[src/rtl/ddr2_tg_pkg.sv]
package ddr2_tg_pkg;

    typedef enum logic [2:0] {
        OP_NONE = 3'd0,
        OP_ACT  = 3'd1,
        OP_RD   = 3'd2,
        OP_WR   = 3'd3,
        OP_PRE  = 3'd4,
        OP_REF  = 3'd5,
        OP_LMR  = 3'd6,
        OP_RSV  = 3'd7
    } cmd_op_e;

    // Packed layout of the timing word, MSB first.
    typedef struct packed {
        logic [6:0] rfc;
        logic [2:0] rp;
        logic [2:0] rcd;
        logic [2:0] wr;
        logic [4:0] ras;
        logic [4:0] rc;
        logic [2:0] rrd;
        logic       rsv;
        logic [1:0] wtr;
    } timing_t;

    localparam logic [31:0] TIMING_RST = 32'h356B_4B9B;
    localparam int CNT_W  = 5;
    localparam int RFC_W  = 7;

    function automatic logic [CNT_W-1:0] dec_cnt(input logic [CNT_W-1:0] v);
        return (v == '0) ? v : v - 1'b1;
    endfunction

    function automatic logic [RFC_W-1:0] dec_rfc(input logic [RFC_W-1:0] v);
        return (v == '0) ? v : v - 1'b1;
    endfunction

endpackage

[src/rtl/ddr2_tg_cfg.sv]
module ddr2_tg_cfg
    import ddr2_tg_pkg::*;
(
    input  logic        clk,
    input  logic        rst_n,
    input  logic        wr_en,
    input  logic        unlock,
    input  logic [31:0] wdata,
    output timing_t     word,
    output logic        init_pulse,
    output logic        err_pulse
);

    typedef struct packed {
        timing_t word;
        logic    init;
        logic    err;
    } cfg_st_t;

    cfg_st_t st_d, st_q;
    timing_t nw;

    always_comb begin
        st_d      = st_q;
        st_d.init = 1'b0;
        st_d.err  = 1'b0;
        nw        = timing_t'(wdata);
        nw.rsv    = 1'b0;
        if (wr_en && unlock) begin
            if (nw.ras < {2'b00, nw.rcd}) begin
                st_d.err = 1'b1;
            end else begin
                st_d.word = nw;
                st_d.init = (nw.wr != st_q.word.wr);
            end
        end
    end

    always_ff @(posedge clk) begin
        if (!rst_n) begin
            st_q.word <= timing_t'(TIMING_RST);
            st_q.init <= 1'b0;
            st_q.err  <= 1'b0;
        end else begin
            st_q <= st_d;
        end
    end

    assign word       = st_q.word;
    assign init_pulse = st_q.init;
    assign err_pulse  = st_q.err;

endmodule

[src/rtl/ddr2_tg_bank.sv]
module ddr2_tg_bank
    import ddr2_tg_pkg::*;
(
    input  logic       clk,
    input  logic       rst_n,
    input  logic       act_go,
    input  logic       wr_go,
    input  logic       pre_go,
    input  logic [2:0] t_rcd,
    input  logic [2:0] t_rp,
    input  logic [2:0] t_wr,
    input  logic [4:0] t_ras,
    input  logic [4:0] t_rc,
    output logic       act_ok,
    output logic       rw_ok,
    output logic       pre_ok,
    output logic       rp_done
);

    typedef struct packed {
        logic [CNT_W-1:0] rcd;
        logic [CNT_W-1:0] rp;
        logic [CNT_W-1:0] wr;
        logic [CNT_W-1:0] ras;
        logic [CNT_W-1:0] rc;
    } bank_st_t;

    bank_st_t st_d, st_q;

    always_comb begin
        st_d.rcd = dec_cnt(st_q.rcd);
        st_d.rp  = dec_cnt(st_q.rp);
        st_d.wr  = dec_cnt(st_q.wr);
        st_d.ras = dec_cnt(st_q.ras);
        st_d.rc  = dec_cnt(st_q.rc);
        if (act_go) begin
            st_d.rcd = {2'b00, t_rcd};
            st_d.ras = t_ras;
            st_d.rc  = t_rc;
        end
        if (pre_go) st_d.rp = {2'b00, t_rp};
        if (wr_go)  st_d.wr = {2'b00, t_wr};
    end

    always_ff @(posedge clk) begin
        if (!rst_n) st_q <= '0;
        else        st_q <= st_d;
    end

    assign act_ok  = (st_q.rc == '0) && (st_q.rp == '0);
    assign rw_ok   = (st_q.rcd == '0);
    assign pre_ok  = (st_q.ras == '0) && (st_q.wr == '0);
    assign rp_done = (st_q.rp == '0);

endmodule

[src/rtl/ddr2_cmd_timing_guard.sv]
module ddr2_cmd_timing_guard
    import ddr2_tg_pkg::*;
#(
    parameter int NUM_BANKS = 8,
    parameter int BANK_W    = $clog2(NUM_BANKS)
) (
    input  logic              clk,
    input  logic              rst_n,
    input  logic              cfg_we,
    input  logic              cfg_unlock,
    input  logic [31:0]       cfg_wdata,
    output logic [31:0]       cfg_rdata,
    output logic              init_req,
    output logic              cfg_err,
    input  logic              cmd_valid,
    input  logic [2:0]        cmd_op,
    input  logic [BANK_W-1:0] cmd_bank,
    output logic              cmd_grant
);

    typedef struct packed {
        logic [RFC_W-1:0] rfc;
        logic [CNT_W-1:0] rrd;
        logic [CNT_W-1:0] wtr;
    } glb_st_t;

    timing_t            tw;
    glb_st_t            g_d, g_q;
    cmd_op_e            op;
    logic               legal;
    logic [NUM_BANKS-1:0] act_ok, rw_ok, pre_ok, rp_done;
    logic [NUM_BANKS-1:0] act_go, wr_go, pre_go;

    ddr2_tg_cfg cfg_i (
        .clk        (clk),
        .rst_n      (rst_n),
        .wr_en      (cfg_we),
        .unlock     (cfg_unlock),
        .wdata      (cfg_wdata),
        .word       (tw),
        .init_pulse (init_req),
        .err_pulse  (cfg_err)
    );

    assign cfg_rdata = tw;
    assign op        = cmd_op_e'(cmd_op);

    for (genvar b = 0; b < NUM_BANKS; b++) begin : g_bank
        assign act_go[b] = cmd_grant && (op == OP_ACT) && (cmd_bank == BANK_W'(b));
        assign wr_go[b]  = cmd_grant && (op == OP_WR)  && (cmd_bank == BANK_W'(b));
        assign pre_go[b] = cmd_grant && (op == OP_PRE) && (cmd_bank == BANK_W'(b));

        ddr2_tg_bank bank_i (
            .clk     (clk),
            .rst_n   (rst_n),
            .act_go  (act_go[b]),
            .wr_go   (wr_go[b]),
            .pre_go  (pre_go[b]),
            .t_rcd   (tw.rcd),
            .t_rp    (tw.rp),
            .t_wr    (tw.wr),
            .t_ras   (tw.ras),
            .t_rc    (tw.rc),
            .act_ok  (act_ok[b]),
            .rw_ok   (rw_ok[b]),
            .pre_ok  (pre_ok[b]),
            .rp_done (rp_done[b])
        );
    end

    always_comb begin
        unique case (op)
            OP_ACT:  legal = (g_q.rfc == '0) && (g_q.rrd == '0) && act_ok[cmd_bank];
            OP_RD:   legal = rw_ok[cmd_bank] && (g_q.wtr == '0);
            OP_WR:   legal = rw_ok[cmd_bank];
            OP_PRE:  legal = pre_ok[cmd_bank];
            OP_REF:  legal = (g_q.rfc == '0) && (&rp_done);
            OP_LMR:  legal = 1'b1;
            default: legal = 1'b0;
        endcase
    end

    assign cmd_grant = cmd_valid && legal;

    always_comb begin
        g_d.rfc = dec_rfc(g_q.rfc);
        g_d.rrd = dec_cnt(g_q.rrd);
        g_d.wtr = dec_cnt(g_q.wtr);
        if (cmd_grant) begin
            if (op == OP_REF || op == OP_LMR) g_d.rfc = tw.rfc;
            if (op == OP_ACT)                 g_d.rrd = {2'b00, tw.rrd};
            if (op == OP_WR)                  g_d.wtr = {3'b000, tw.wtr};
        end
    end

    always_ff @(posedge clk) begin
        if (!rst_n) g_q <= '0;
        else        g_q <= g_d;
    end

endmodule

[config.mk]
export PLATFORM = sky130hd
export DESIGN_NAME = ddr2_cmd_timing_guard
export DESIGN_NICKNAME = d
export VERILOG_FILES = /design/src/rtl/ddr2_tg_pkg.sv /design/src/rtl/ddr2_tg_cfg.sv /design/src/rtl/ddr2_tg_bank.sv /design/src/rtl/ddr2_cmd_timing_guard.sv
export SDC_FILE = /design/constraint.sdc
export NUM_CORES = 1
export LEC_CHECK = 0
export ABC_AREA = 1
export BUFFER_PORTS_ARGS = -buffer_cell sky130_fd_sc_hd__buf_2
export CAP_MARGIN = 40
export CORE_MARGIN = 4
export CORE_UTILIZATION = 40
export CTS_CLUSTER_SIZE = 40
export DETAILED_ROUTE_END_ITERATION = 7
export PLACE_DENSITY = 0.63
export SKIP_CTS_REPAIR_TIMING = 1
export SLEW_MARGIN = 15
export SYNTH_ARGS = -nofsm -noshare
export SYNTH_HDL_FRONTEND = slang
export SYNTH_SLANG_ARGS = --single-unit
[constraint.sdc]
create_clock -name clk -period 2.4 [get_ports clk]
set_input_delay 0.6 -clock clk [delete_from_list [all_inputs] [get_ports clk]]
set_output_delay 0.6 -clock clk [all_outputs]
set_load 0.01 [all_outputs]
==> reports/metrics.csv <==
metric,value,unit
status,"complete, but fails checks",
failing checks,setup timing,
Synth Area per Inst,7.06,µm²
Synth Cell Area,13800,µm²
CP top delay family,simple AND/OR/NAND/NOR gates,
layout cells sized above 1,0.261,
Die Y,194,µm
worst setup margin,-433,ps
H-tree levels,1,
Fillers,3108,
R2R Path End,g_bank[0].bank_i.st_q[22],
Site Rows,67,
WL final,39.7,mm
R2R Setup Slk,-100,ps
"Clk Latency, worst-skew pair",550,ps
setup TNS,-1690,ps
Synth cell types,35,
Tmin final,2830,ps
crit path cell chain,"inv_1, ha_2, nand2_2, nor3_4, o211ai_1, nor2_4, nor2_4, nand3_4, nand2_4, inv_2, buf_6",
Critical path buffers and inverters,3,
Starting Density,0.409,
register area,5030,µm²
most frequent cells in the layout,"356 x nand2_1, 228 x inv_1, 228 x dfxtp_1",
TritonCTS buffer count,28,
"FF+latch count, synth",250,
worst endpoint data arrival time,2230,ps
CP Data Required Time,1800,ps
critical path's largest stage delay,320,ps
power density over cell area,1460,nW/µm²
clock sink count,250,
type of element capturing the critical path,primary output,
DRC viols,0,
worst setup path endpoint,cmd_grant,
Finished Core Util,0.540,
Detailed Routing Iterations Pass 1,5,
worst-margin pin slew,586,ps
Final HPWL DP,27.0,mm
max-cap violation count,0,
gr ovfl total,0,
Setup WS pre-CTS,-215,ps
Crit Path Class,reg2out,
Hold Slack,247,ps
Die Width,194,µm
full die area,37600,µm²
Post-Place Cells,2601,
"non-filler cells, final",2698,
Routed Antenna Nets,0,
clock-pin slew on the worst setup and hold paths,60,ps
Tot Pwr,26.5,mW
Vias/cell,4.95,
leakage,8.77,nW
# IOs,78,
GRT busiest layer,met2,
Worst path depth,11,
placed cell area,15900,µm²
Yosys warning count,0,
critical path's most frequent cell,nor2_4,
"final std cell area, no fill",18200,µm²
number of global-route vias before repair,12300,
Final Hold Viols,0,
HP Class,in2reg,
"Net Count, Synth",2086,
area of the multi-input gates,8450,µm²
worst flop-to-flop path startpoint,g_q[0],
CTS tree,yes,
routed length per placed instance,14.7,µm
reg2reg path depth,16,
final period utilization,1.18,
Peak VDD IR,0.822,mV
CTS Buffer Depth,3,
I/O Buffers,75,
core area,33800,µm²
"most common cell after layout, fill and taps aside",nand2_1,
Crit. Startpoint,g_q[0],
Slew Limit Headroom,0.608,
initial DRC count,682,
met1 Usage GRT,0.245,
gp weighted congestion,0.920,
via count,13300,
Startpoint Class,flip-flop,
P&R area growth vs syn,32.0,%
clock root buffer,clkbuf_16,
pin count of the biggest net entering global routing,50,
crit-path max FO,3,
sequential-to-total area share from yosys stat,0.362,
CP max stage cell,dfxtp_2,
final net count,2357,
Final setup viols,37,
global-route wire length before repair,60.4,mm
met2 GRT Util,0.324,
met3 usage,0.0268,
Max Slew Vio Count,0,
GR Util All Layers,0.191,
initial antenna violation count,1,
Max Clock Skew,20.1,ps
Synth Instances,1956,
Fmax,353,MHz
unrepaired setup endpoints after global routing,yes,
metal layers:
metal	up-vias	part of all wire
met3	82	0.046
met2	304	0.47
met5	-	0
met4	0	0.043
li1	6777	-
met1	6184	0.44
power by group:
part / internal, mW / switching, mW
clock: 2.95 / 1.79
sequential: 5.95 / 1.14
combinational: 6.69 / 8.02
total: 15.6 / 11.0
synthesized netlist by cell type:
cell | instances | area [µm²]
o22ai_1 | 10 | 62.6
nand3_2 | 1 | 10.0
nor2_4 | 6 | 67.6
nor2_1 | 240 | 901
a311oi_1 | 1 | 8.76
nor2_2 | 3 | 18.8
conb_1 | 1 | 3.75
nand4_1 | 14 | 87.6
buf_4 | 1 | 7.51
nand3b_1 | 11 | 82.6
xor2_1 | 115 | 1010
clkbuf_1 | 28 | 105
or2_2 | 13 | 81.3
buf_1 | 5 | 18.8
buf_2 | 17 | 85.1
clkinv_1 | 3 | 11.3
nand2_1 | 413 | 1550
a21oi_1 | 117 | 586
nor3_4 | 1 | 16.3
dfxtp_1 | 250 | 5000
inv_1 | 252 | 946
xnor2_1 | 30 | 263
ha_1 | 87 | 1090
o211ai_1 | 12 | 90.1
buf_6 | 1 | 11.3
nor3b_1 | 1 | 7.51
nor3_1 | 61 | 305
o21ai_0 | 164 | 821
nand3_4 | 2 | 35.0
mux2_2 | 1 | 11.3
nor3_2 | 3 | 30.0
a211oi_1 | 2 | 15.0
o21a_1 | 9 | 67.6
nand3_1 | 80 | 400
nand2_4 | 1 | 11.3
layout make-up:
type	count	area share
Clock inverter	12	0.0104
Timing Repair Buffer	293	0.121
Sequential cell	250	0.276
Tap cell	448	0.0307
Antenna cell	1	0.000137
Inverter	255	0.0525
Multi-Input combinational cell	1399	0.464
Clock buffer	40	0.0459
logic make-up (layout without fill, tap and decap cells):
family / after synthesis / count (layout) / synth area share
AOI/OAI and AO/OA: 315 / 315 / 0.119
xor gates and xnor gates: 145 / 145 / 0.0919
adders and majority gates: 87 / 87 / 0.0788
buffers and inverters: 307 / 600 / 0.0857
DFF: 250 / 250 / 0.362
muxes: 1 / 1 / 0.000815
other: 1 / 2 / 0.000271
and+or+nand+nor: 850 / 850 / 0.261
tightest hold or removal path, cell delays in order:
cell and delay, ps:
buf_2 70, nand2_1 40, nand3_1 50
state kept, by name, indices dropped and copies added (netlist names):
| signal | cells |
|---|---|
| g_q | 17 |
| cfg_i.init_pulse | 1 |
| cfg_i.word | 31 |
| g_bank.bank_i.st_q | 200 |
| cfg_i.err_pulse | 1 |
worst min path at each step:
stage                                    startpoint  slack, ps  depth (start not counted)                        end
final                                 cfg_wdata[29]        250                          3             cfg_i.word[29]
after global routing                  cfg_wdata[29]        240                          3             cfg_i.word[29]
after CTS                              cfg_wdata[4]        230                          3              cfg_i.word[4]
after detailed placement                    g_q[16]        460                          2                    g_q[16]
after global placement    g_bank[6].bank_i.st_q[14]        460                          2  g_bank[6].bank_i.st_q[14]
after floorplan                             g_q[16]        440                          2                    g_q[16]
No activity file was read; power rests on OpenSTA's default activity.
